<file path="config.mk">
export PLATFORM = sky130hd
export DESIGN_NAME = bridge_doorbell
export DESIGN_NICKNAME = d
export VERILOG_FILES = /design/src/rtl/bdb_pkg.sv /design/src/rtl/bdb_decode.sv /design/src/rtl/bdb_bank.sv /design/src/rtl/bdb_irq.sv /design/src/rtl/bridge_doorbell.sv
export SDC_FILE = /design/constraint.sdc
export NUM_CORES = 1
export LEC_CHECK = 0
export ABC_AREA = 0
export BUFFER_PORTS_ARGS = -buffer_cell sky130_fd_sc_hd__buf_2
export CAP_MARGIN = 20
export CORE_MARGIN = 1.5
export CORE_UTILIZATION = 59
export CTS_CLUSTER_SIZE = 24
export DETAILED_ROUTE_END_ITERATION = 8
export MAX_ROUTING_LAYER = met4
export PLACE_DENSITY = 0.93
export SETUP_SLACK_MARGIN = 0.02
export SYNTH_ARGS = -nofsm -noshare
export SYNTH_HDL_FRONTEND = slang
export SYNTH_HIERARCHICAL = 1
export SYNTH_SLANG_ARGS = --single-unit
</file>
<file path="constraint.sdc">
create_clock -name clk -period 2.9 [get_ports clk]
set_input_delay 0.29 -clock clk [delete_from_list [all_inputs] [get_ports clk]]
set_output_delay 0.29 -clock clk [all_outputs]
set_load 0.005 [all_outputs]
</file>
<file path="src/rtl/bdb_pkg.sv">
package bdb_pkg;

    typedef enum logic [1:0] {
        OP_PEND  = 2'd0,
        OP_CLR   = 2'd1,
        OP_MSET  = 2'd2,
        OP_MCLR  = 2'd3
    } db_op_e;

    typedef enum logic {
        IRQ_EMPTY = 1'b0,
        IRQ_HELD  = 1'b1
    } irq_state_e;

    // Each end has a block of four word addresses, one per operation.
    function automatic logic [31:0] op_addr(input int side, input db_op_e op);
        logic [31:0] base;
        base = (side == 0) ? 32'h0000_0C4C : 32'h0000_0C5C;
        return base + {28'h0, op, 2'b00};
    endfunction

endpackage

</file>
<file path="src/rtl/bdb_decode.sv">
module bdb_decode
    import bdb_pkg::*;
#(
    parameter int NSIDES = 2,
    parameter int DB_W   = 16,
    parameter int ADDR_W = 12,
    parameter int DATA_W = 32
) (
    input  logic                              wr_i,
    input  logic [ADDR_W-1:0]                 addr_i,
    input  logic [DATA_W-1:0]                 wdata_i,
    output logic [NSIDES-1:0][DB_W-1:0]       set_o,
    output logic [NSIDES-1:0][DB_W-1:0]       clr_o,
    output logic [NSIDES-1:0][DB_W-1:0]       mset_o,
    output logic [NSIDES-1:0][DB_W-1:0]       mclr_o
);
    logic [DB_W-1:0] bits;
    assign bits = wdata_i[DB_W-1:0];

    always_comb begin
        set_o  = '0;
        clr_o  = '0;
        mset_o = '0;
        mclr_o = '0;
        for (int s = 0; s < NSIDES; s++) begin
            if (wr_i) begin
                if (addr_i == ADDR_W'(op_addr(s, OP_PEND))) set_o[s]  = bits;
                if (addr_i == ADDR_W'(op_addr(s, OP_CLR)))  clr_o[s]  = bits;
                if (addr_i == ADDR_W'(op_addr(s, OP_MSET))) mset_o[s] = bits;
                if (addr_i == ADDR_W'(op_addr(s, OP_MCLR))) mclr_o[s] = bits;
            end
        end
    end
endmodule

</file>
<file path="src/rtl/bdb_bank.sv">
module bdb_bank #(
    parameter int DB_W = 16
) (
    input  logic            clk,
    input  logic            rst_n,
    input  logic [DB_W-1:0] set_i,
    input  logic [DB_W-1:0] clr_i,
    input  logic [DB_W-1:0] mset_i,
    input  logic [DB_W-1:0] mclr_i,
    output logic [DB_W-1:0] pend_o,
    output logic [DB_W-1:0] mask_o
);
    logic [DB_W-1:0] pend_q, mask_q;

    always_ff @(posedge clk) begin
        if (!rst_n) begin
            pend_q <= '0;
            mask_q <= '1;
        end else begin
            pend_q <= (pend_q & ~clr_i) | set_i;
            mask_q <= (mask_q | mset_i) & ~mclr_i;
        end
    end

    assign pend_o = pend_q;
    assign mask_o = mask_q;


    ring_wins_chk: assert property (@(posedge clk) disable iff (!rst_n)
        (|set_i) |=> ((pend_q & $past(set_i)) == $past(set_i)));


    clear_takes_chk: assert property (@(posedge clk) disable iff (!rst_n)
        (|(clr_i & ~set_i)) |=> ((pend_q & $past(clr_i & ~set_i)) == '0));


    mask_set_chk: assert property (@(posedge clk) disable iff (!rst_n)
        (|(mset_i & ~mclr_i)) |=> ((mask_q & $past(mset_i & ~mclr_i)) == $past(mset_i & ~mclr_i)));


    mask_clr_chk: assert property (@(posedge clk) disable iff (!rst_n)
        (|mclr_i) |=> ((mask_q & $past(mclr_i)) == '0));
endmodule

</file>
<file path="src/rtl/bdb_irq.sv">
module bdb_irq
    import bdb_pkg::*;
#(
    parameter int DB_W     = 16,
    parameter bit EDGE_IRQ = 1'b0
) (
    input  logic            clk,
    input  logic            rst_n,
    input  logic [DB_W-1:0] pend_i,
    input  logic [DB_W-1:0] mask_i,
    output logic            irq_o
);
    logic any_pend, any_live, irq_q;
    assign any_pend = |pend_i;
    assign any_live = |(pend_i & ~mask_i);
    assign irq_o    = irq_q;

    if (EDGE_IRQ) begin : g_edge
        irq_state_e state_q, state_n;
        logic       fire;

        always_ff @(posedge clk) begin
            if (!rst_n) state_q <= IRQ_EMPTY;
            else        state_q <= state_n;
        end

        always_comb begin
            state_n = state_q;
            fire    = 1'b0;
            unique case (state_q)
                IRQ_EMPTY: begin
                    if (any_pend) begin
                        state_n = IRQ_HELD;
                        fire    = any_live;
                    end
                end
                IRQ_HELD: begin
                    if (!any_pend) state_n = IRQ_EMPTY;
                end
                default: state_n = IRQ_EMPTY;
            endcase
        end

        always_ff @(posedge clk) begin
            if (!rst_n) irq_q <= 1'b0;
            else        irq_q <= fire;
        end


        edge_pulse_chk: assert property (@(posedge clk) disable iff (!rst_n)
            irq_q |=> !irq_q);
    end else begin : g_level
        always_ff @(posedge clk) begin
            if (!rst_n) irq_q <= 1'b0;
            else        irq_q <= any_live;
        end


        level_follow_chk: assert property (@(posedge clk) disable iff (!rst_n)
            irq_q == $past(any_live));
    end
endmodule

</file>
<file path="src/rtl/bridge_doorbell.sv">
module bridge_doorbell
    import bdb_pkg::*;
#(
    parameter int DB_W     = 16,
    parameter int ADDR_W   = 12,
    parameter int DATA_W   = 32,
    parameter bit EDGE_IRQ = 1'b0
) (
    input  logic                 clk,
    input  logic                 rst_n,
    input  logic                 bus_wr,
    input  logic                 bus_rd,
    input  logic [ADDR_W-1:0]    bus_addr,
    input  logic [DATA_W-1:0]    bus_wdata,
    output logic [DATA_W-1:0]    bus_rdata,
    input  logic [2*DB_W-1:0]    peer_ring,
    output logic [1:0]           irq
);
    localparam int NSIDES = 2;

    logic [NSIDES-1:0][DB_W-1:0] dec_set, dec_clr, dec_mset, dec_mclr;
    logic [NSIDES-1:0][DB_W-1:0] pend, mask;

    bdb_decode #(
        .NSIDES(NSIDES), .DB_W(DB_W), .ADDR_W(ADDR_W), .DATA_W(DATA_W)
    ) u_decode (
        .wr_i    (bus_wr),
        .addr_i  (bus_addr),
        .wdata_i (bus_wdata),
        .set_o   (dec_set),
        .clr_o   (dec_clr),
        .mset_o  (dec_mset),
        .mclr_o  (dec_mclr)
    );

    for (genvar s = 0; s < NSIDES; s++) begin : g_side
        logic [DB_W-1:0] set_all;
        assign set_all = dec_set[s] | peer_ring[s*DB_W +: DB_W];

        bdb_bank #(.DB_W(DB_W)) u_bank (
            .clk    (clk),
            .rst_n  (rst_n),
            .set_i  (set_all),
            .clr_i  (dec_clr[s]),
            .mset_i (dec_mset[s]),
            .mclr_i (dec_mclr[s]),
            .pend_o (pend[s]),
            .mask_o (mask[s])
        );

        bdb_irq #(.DB_W(DB_W), .EDGE_IRQ(EDGE_IRQ)) u_irq (
            .clk    (clk),
            .rst_n  (rst_n),
            .pend_i (pend[s]),
            .mask_i (mask[s]),
            .irq_o  (irq[s])
        );
    end

    always_comb begin
        bus_rdata = '0;
        if (bus_rd) begin
            for (int s = 0; s < NSIDES; s++) begin
                if (bus_addr == ADDR_W'(op_addr(s, OP_PEND))) bus_rdata = DATA_W'(pend[s]);
            end
        end
    end


    side_isolation_chk: assert property (@(posedge clk) disable iff (!rst_n)
        (!bus_wr && (peer_ring[2*DB_W-1:DB_W] == '0)) |=> $stable(pend[1]));


    reset_quiet_chk: assert property (@(posedge clk)
        $rose(rst_n) |-> (irq == 2'b00));
endmodule

</file>
Yosys cells after proc, flatten, opt, wreduce, memory -nomap -nowiden --
Cells that the tools add are included. W data, S select, Z words.
Word-level totals: output and inout bits 34, input bits 80, logic and storage cells 53, register bits after elaboration 66
Cells by class: bitwise logic cells 18, reductions and logical operators 2, mux-type cells 19, equality and inequality tests 8
Operators by type and width (count):
- $mux W16 | 17
- $and A16 B16 Y16 | 6
- $eq A12 B12 Y1 const B | 8
- $not A16 Y16 | 6
- $or A16 B16 Y16 | 6
- $mux W32 | 2
- $reduce_or A16 Y1 | 2

Depth between registers and ports, before layout --
Gate-level depths: netlist of run 1.
word-level depth 6, depth in mapped cells 6, depth with buffers taken out 4

Cells and area by module --
The synthesis of run 1 kept the hierarchy.
Modules (own cells, without submodules):
- bdb_bank | sequential area each 640.6 um^2, area an instance 1021.0 um^2, cells each 99, instances 2
- bdb_decode | sequential area each 0.0 um^2, area an instance 1652.8 um^2, cells each 241, instances 1
- bridge_doorbell | sequential area each 0.0 um^2, area an instance 724.4 um^2, cells each 90, instances 1
- bdb_irq | sequential area each 20.0 um^2, area an instance 153.9 um^2, cells each 27, instances 2

Worst setup path after synthesis of run 1 --
Ideal clock, no wire load.
path kind input-to-reg, start input port bus_addr[7], end register g_side[0].u_bank.pend_q[3], data arrival time 1567 ps, path slack 1218 ps, cell stages on the path 6, data required time 2785 ps, library setup time 115 ps, buffers on the path 2, path through or4b_4 > buf_6 > buf_6 > nor4_1 > nor2b_1 > o21a_1
RTL lines:
- from (decl) | RTL line bridge_doorbell.sv:13 | input logic [ADDR_W-1:0] bus_addr,
- to (signal assigned) | RTL line bdb_bank.sv:20 | pend_q <= (pend_q & ~clr_i) | set_i;
- to (decl) | RTL line bdb_bank.sv:13 | logic [DB_W-1:0] pend_q, mask_q;

Worst setup path after layout of run 1 --
start input port bus_addr[5], end output port bus_rdata[2]
On the way: word-level cells in the longest chain between the ends 4, elaborated cells on any way between the ends 5, those cells by class eq/ne (2); mux (3)
Ends and longest elaborated chain:
- $eq A12 B12 Y1 | RTL line bridge_doorbell.sv:64 | if (bus_addr == ADDR_W'(op_addr(s, OP_PEND))) bus_rdata = DATA_W'(pend[s]);
- $mux W16 | RTL line bridge_doorbell.sv:64
- $mux W32 (*) | RTL line bridge_doorbell.sv:64
- $mux W32 (*) | RTL line bridge_doorbell.sv:62 | if (bus_rd) begin
- to (decl) | RTL line bridge_doorbell.sv:15 | output logic [DATA_W-1:0] bus_rdata,
Mark *: on every way between the ends. The rest lies on a longest branch, timed or not.

==> flow_metrics.env, run 1 <==
export IMPL_ant_nets=0
export IMPL_rows=32
export IMPL_synth_edf_count=0
export IMPL_dr_first_iter_drc_count=582
export IMPL_fin_nets=696
export IMPL_netlist_area_mm2=0.00473
export IMPL_pwr_share_seq_pct=46.0
export IMPL_clock_skew_ps=6.92
export IMPL_start_kind="primary input"
export IMPL_dp_slack_ps=839
export IMPL_gp_congestion=0.883
export IMPL_ys_seq_area_share_pct=28.0
export IMPL_initial_utilization_pct=61.2
export IMPL_p_int_mw=1.52
export IMPL_arrival_ps=1710
export IMPL_grt_max_degree=67
export IMPL_synth_top_area_share_pct=28.0
export IMPL_synthFlopType="dfxtp_1"
export IMPL_critical_path_class="primary input to primary output"
export IMPL_numPortBuffers=81
export IMPL_total_power_mw=2.10
export IMPL_synthCells=583
export IMPL_slew_violations=0
export IMPL_hpwlAfterDp_um=8820
export IMPL_hold_buffers=0
export IMPL_clk_latency_ps=350
export IMPL_switching_share_pct=27.8
export IMPL_final_layout_size_suffix_gt1_share_pct=24.6
export IMPL_io_pins=114
export IMPL_dieArea_mm2=0.00856
export IMPL_p_sw_uw=583
export IMPL_cp_max_fo=49
export IMPL_routed_wl_um=13900
export IMPL_drc_errors=0
export IMPL_gr_total_overflow=0
export IMPL_path_clk_slew_ps=70
export IMPL_cts_tree="built"
export IMPL_worstPathRequired_ps=2610
export IMPL_drv_cap=0
export IMPL_status="completed"
export IMPL_hold_viol_final=0
export IMPL_syn_to_final_growth_pct=8.55
export IMPL_worst_slew_pin_slew_ps=848
export IMPL_cts_inserted_buffers=9
export IMPL_cts_sinks=66
export IMPL_cts_setup_buffers=0
export IMPL_antenna_found_initial=0
export IMPL_p_clk_share_pct=38.2
export IMPL_wl_per_cell_um=19.2
export IMPL_rsz0062_at_grt="false"
export IMPL_final_setup_viol_count=0
export IMPL_yosysWarnings=6
export IMPL_hp_class="primary input to flop"
export IMPL_period_minus_slack_ps=2000
export IMPL_cts_path_max_buffers=2
export IMPL_endpoint_kind="primary output"
export IMPL_antenna_cells=0
export IMPL_via_per_inst=6.78
export IMPL_async_flop_share_pct=0
export IMPL_fmax_ghz=0.500
export IMPL_die_w_um=92.5
export IMPL_avgSynthCellArea_um2=8.11
export IMPL_hold_slack_ps=226
export IMPL_p_leak_nw=1.96
export IMPL_fill_cells=641
export IMPL_synth_common_cells="133 x nor4_1, 66 x dfxtp_1, 40 x clkbuf_1"
export IMPL_peakVddDrop_v=0.000289
export IMPL_multiInputGateArea_mm2=0.00283
export IMPL_grt_pass1_wl_um=21900
export IMPL_fin_ws_ps=902
export IMPL_core_area_mm2=0.00773
export IMPL_root_buffer="clkbuf_8"
export IMPL_cts_resized=0
export IMPL_ys_types=32
export IMPL_synth_top_cells_by_area="dfxtp_1 28%, nor4_1 18%, nand4b_1 6.3%"
export IMPL_finish_utilization_pct=66.4
export IMPL_relSlewSlack_pct=43.4
export IMPL_num_vias=4904
export IMPL_ys_ff_latch=66
export IMPL_htreeDepth=3
export IMPL_setup_tns_ps=0
export IMPL_die_height_um=92.5
export IMPL_grt_use_total_pct=33.7
export IMPL_yosys_cell_count_top_type="nor4_1"
export IMPL_layout_area_seq_mm2=0.00132
export IMPL_p_per_area_mw_per_mm2=409
export IMPL_fin_crit_sh_pct=68.9
export IMPL_yosys_area_top_type="dfxtp_1"
export IMPL_drtPass1Iterations=5
export IMPL_comb_power_share_pct=15.8
export IMPL_first_global_vias=4451
registers in the layout, summed over array words and instances (netlist names):
signal	count
g_side.u_irq/irq_o	2
g_side.u_bank/pend_o	32
g_side.u_bank/mask_o	32
final timing paths:
| path | startpoint | to | slack (ps) | depth (start not counted) |
|---|---|---|---|---|
| worst max-delay path | bus_addr[5] | bus_rdata[2] | 900 | 5 |
| worst min register to register | g_side[1].u_bank/mask_o[6] | g_side[1].u_bank/mask_o[6] | 490 | 2 |
| worst max register to register | g_side[1].u_bank/mask_o[11] | g_side[1].u_irq/irq_o | 1620 | 4 |
| worst min-delay path | peer_ring[8] | g_side[0].u_bank/pend_o[8] | 230 | 3 |
layer usage:
| layer | GRT usage, % | routed length [um] | up-vias |
|---|---|---|---|
| li1 | - | - | 2228 |
| met1 | 41.5 | 5380 | 2265 |
| met2 | 53.6 | 6430 | 364 |
| met3 | 5.42 | 1510 | 47 |
| met4 | 16.5 | 536 | 0 |
| met5 | - | 0 | - |
critical path: stages:
cell and delay (ps):
buf_2 360, nand4b_1 290, buf_4 220, nor4_2 360
buf_2 170
per-stage QoR:
stage          area (um2)  instances
2_1_floorplan        4780        598
3_3_place_gp         4910        706
3_5_place_dp         4910        706
4_1_cts              5110        722
5_1_grt              5130        723
6_report             5130        723
cells by family after synthesis:
logic type	synth area share (%)
other cells	0.0793
compound gates	10.9
flops	28.0
simple gates	44.1
buf+inv	13.6
mux	3.39
power by group through the flow:
| stage | clock (mW) | combinational, mW | sequential [mW] |
|---|---|---|---|
| 2_1_floorplan | 0 | 0.243 | 0.974 |
| 5_1_grt | 0.850 | 0.355 | 0.968 |
| 6_report | 0.801 | 0.332 | 0.965 |
| 3_5_place_dp | 0 | 0.319 | 0.984 |
| 4_1_cts | 0.804 | 0.321 | 0.964 |
| 3_3_place_gp | 0 | 0.306 | 0.981 |
cells in the final DEF, fill, tap and decap left out:
master / count
mux2i_1: 16
nor2_1: 32
nor4_2: 11
buf_12: 4
clkbuf_8: 11
buf_4: 9
a31oi_1: 2
nand2b_1: 6
o21ai_1: 6
o21a_1: 32
nor4_1: 133
clkbuf_1: 3
o22ai_1: 8
o2111ai_1: 2
nand4b_1: 34
buf_2: 81
conb_1: 16
or4b_4: 1
nand2_4: 1
or2_2: 32
nor2b_1: 32
o21ai_0: 26
inv_1: 28
a221oi_1: 4
dfxtp_1: 66
or4_1: 1
or4bb_1: 16
clkinv_2: 1
nor3_1: 2
or4_4: 1
bufinv_16: 1
or4b_1: 2
nand4bb_1: 1
area by class of cell:
| cell class | count | share of cell area [%] |
|---|---|---|
| Sequential cell | 66 | 25.7 |
| Clock buffer | 14 | 3.17 |
| Clock inverter | 2 | 0.683 |
| Tap cell | 102 | 2.49 |
| Multi-Input combinational cell | 417 | 55.1 |
| Timing Repair Buffer | 94 | 10.8 |
| Inverter | 28 | 2.05 |
Note: power is estimated with default switching activity, not from simulation.
==> run 2, diff against run 1 <==
- CORE_UTILIZATION: 59 -> 49
- PLACE_DENSITY: 0.93 -> 0.83
- clock period: 2.9 -> 1.7 ns (I/O delays scaled with it)
==> flow_metrics.env, run 2 (synthesized netlist as in run 1, its figures left out) <==
export IMPL_drtPass1Iterations=5
export IMPL_layout_commonest_cell="nor4_1"
export IMPL_cts_setup_buffers=0
export IMPL_switching_share_pct=26.1
export IMPL_worstHoldStart="peer_ring[20]"
export IMPL_drc_errors=0
export IMPL_numPortBuffers=81
export IMPL_grt_use_total_pct=28.1
export IMPL_grt_pass1_wl_um=22100
export IMPL_comb_power_share_pct=14.9
export IMPL_placed_area_mm2=0.00511
export IMPL_final_setup_viol_count=0
export IMPL_fin_nets=704
export IMPL_routed_wl_um=14000
export IMPL_cts_path_max_buffers=2
export IMPL_path_depth=4
export IMPL_r2r_end="g_side[0].u_irq/irq_o"
export IMPL_dp_cells=742
export IMPL_gp_congestion=0.904
export IMPL_die_height_um=101
export IMPL_min_path_cells=3
export IMPL_num_vias=4844
export IMPL_core_area_mm2=0.00928
export IMPL_final_layout_size_suffix_gt1_share_pct=26.4
export IMPL_path_clk_slew_ps=80
export IMPL_dr_first_iter_drc_count=500
export IMPL_r2r_start="g_side[0].u_bank/mask_o[11]"
export IMPL_cts_inserted_buffers=9
export IMPL_hpwlAfterDp_um=9190
export IMPL_hold_buffers=0
export IMPL_peakVddDrop_v=0.000508
export IMPL_worstPathRequired_ps=1530
export IMPL_root_buffer="clkbuf_8"
export IMPL_fin_crit_sh_pct=98.4
export IMPL_cp_top_family="simple AND/OR/NAND/NOR gates"
export IMPL_period_minus_slack_ps=1670
export IMPL_clock_skew_ps=11.9
export IMPL_finish_utilization_pct=58.1
export IMPL_first_global_vias=4508
export IMPL_final_cell_mix="131 x nor4_1, 81 x buf_2, 66 x dfxtp_1"
export IMPL_slowest_delay_ps=690
export IMPL_setup_tns_ps=0
export IMPL_p_clk_share_pct=44.2
export IMPL_cp_max_fo=16
export IMPL_rr_worst_depth=4
export IMPL_via_per_inst=6.38
export IMPL_fmax_ghz=0.598
export IMPL_design_area_mm2=0.00540
export IMPL_io_pins=114
export IMPL_status="completed"
export IMPL_initial_utilization_pct=50.9
export IMPL_cts_sinks=66
export IMPL_endpoint_kind="primary output"
export IMPL_gr_total_overflow=0
export IMPL_arrival_ps=1500
export IMPL_p_leak_nw=2.07
export IMPL_cp_startpoint="bus_addr[9]"
export IMPL_cts_tree="built"
export IMPL_die_w_um=101
export IMPL_cpMaxStageDelayCell="or4_4"
export IMPL_rows=35
export IMPL_htreeDepth=3
export IMPL_clk_latency_ps=350
export IMPL_crit_chain="buf_2 > or4_4 > nor4_2 > buf_2"
export IMPL_start_kind="primary input"
export IMPL_crit_path_frequent_cell="buf_2"
export IMPL_path_buf_inv=2
export IMPL_dieArea_mm2=0.0102
export IMPL_syn_to_final_growth_pct=14.1
export IMPL_critical_path_class="primary input to primary output"
export IMPL_whs_endpoint="g_side[1].u_bank/pend_o[4]"
export IMPL_hold_viol_final=0
export IMPL_ant_nets=0
export IMPL_p_sw_mw=1.05
export IMPL_p_int_mw=2.98
export IMPL_drv_cap=0
export IMPL_hp_class="primary input to flop"
export IMPL_wl_per_cell_um=18.5
export IMPL_p_per_area_mw_per_mm2=746
export IMPL_grt_max_degree=98
export IMPL_antenna_found_initial=1
export IMPL_pwr_share_seq_pct=40.9
export IMPL_rsz0062_at_grt="true"
export IMPL_slew_violations=0
export IMPL_reg2reg_slack_ps=490
export IMPL_fin_cells=759
==> run 2: cell types whose count changed in the layout (fill, tap and decap cells not counted), sizes merged <==
cell      before  now
buf           94  102
bufinv         1    4
clkbuf        14    9
clkinv         1    2
clkinvlp       0    1
diode          0    1
==> run 2: layer usage <==
metal | vias to the layer above | track usage (%) | routed length (um)
met4 | 0 | 12.0 | 293
met5 | - | - | 0
li1 | 2260 | - | -
met3 | 26 | 5.11 | 1360
met2 | 327 | 45.3 | 6790
met1 | 2231 | 34.5 | 5590
==> run 2: worst min-delay path, cell delays in order <==
cell,delay (ps)
buf_2,70
or2_2,90
o21a_1,100
==> run 2: stage by stage <==
step / hold WS (ps) / power [mW] / setup slack, ps
final: 103 / 4.03 / 27.3
after global routing: 113 / 4.15 / -21.1
after CTS: 94.9 / 4.03 / 33.1
after detailed placement: 470 / 2.26 / -127
after global placement: 464 / 2.24 / -32.5
after floorplan: 279 / 2.08 / 138
==> run 2: how the worst max path moves through the flow <==
stage	slack [ps]	end
after floorplan	140	g_side[0].u_bank/pend_o[3]
after global placement	-30	g_side[1].u_bank/pend_o[6]
after detailed placement	-130	g_side[1].u_bank/pend_o[3]
after CTS	30	bus_rdata[13]
after global routing	-20	bus_rdata[10]
final	30	bus_rdata[13]
==> run 2: layout make-up <==
| cell class | count | area, um2 |
|---|---|---|
| Antenna cell | 1 | 2.50 |
| Clock buffer | 9 | 124 |
| Clock inverter | 7 | 141 |
| Fill cell | 841 | 3890 |
| Inverter | 28 | 105 |
| Multi-Input combinational cell | 417 | 2840 |
| Sequential cell | 66 | 1320 |
| Tap cell | 129 | 161 |
| Timing Repair Buffer | 102 | 701 |
==> run 2: timing repair <==
item	4_1_cts	5_1_grt
endpoints found under the hold margin	0	0
setup endpoints to repair	1	6
resized for setup	1	1
==> run 2: power by group through the flow <==
stage                     Combinational, mW  Clock [mW]  Sequential [mW]
final                                 0.601        1.78             1.65
after global routing                  0.642        1.86             1.65
after CTS                             0.587        1.80             1.64
after detailed placement              0.583           0             1.68
after global placement                0.565           0             1.68
after floorplan                       0.414           0             1.66
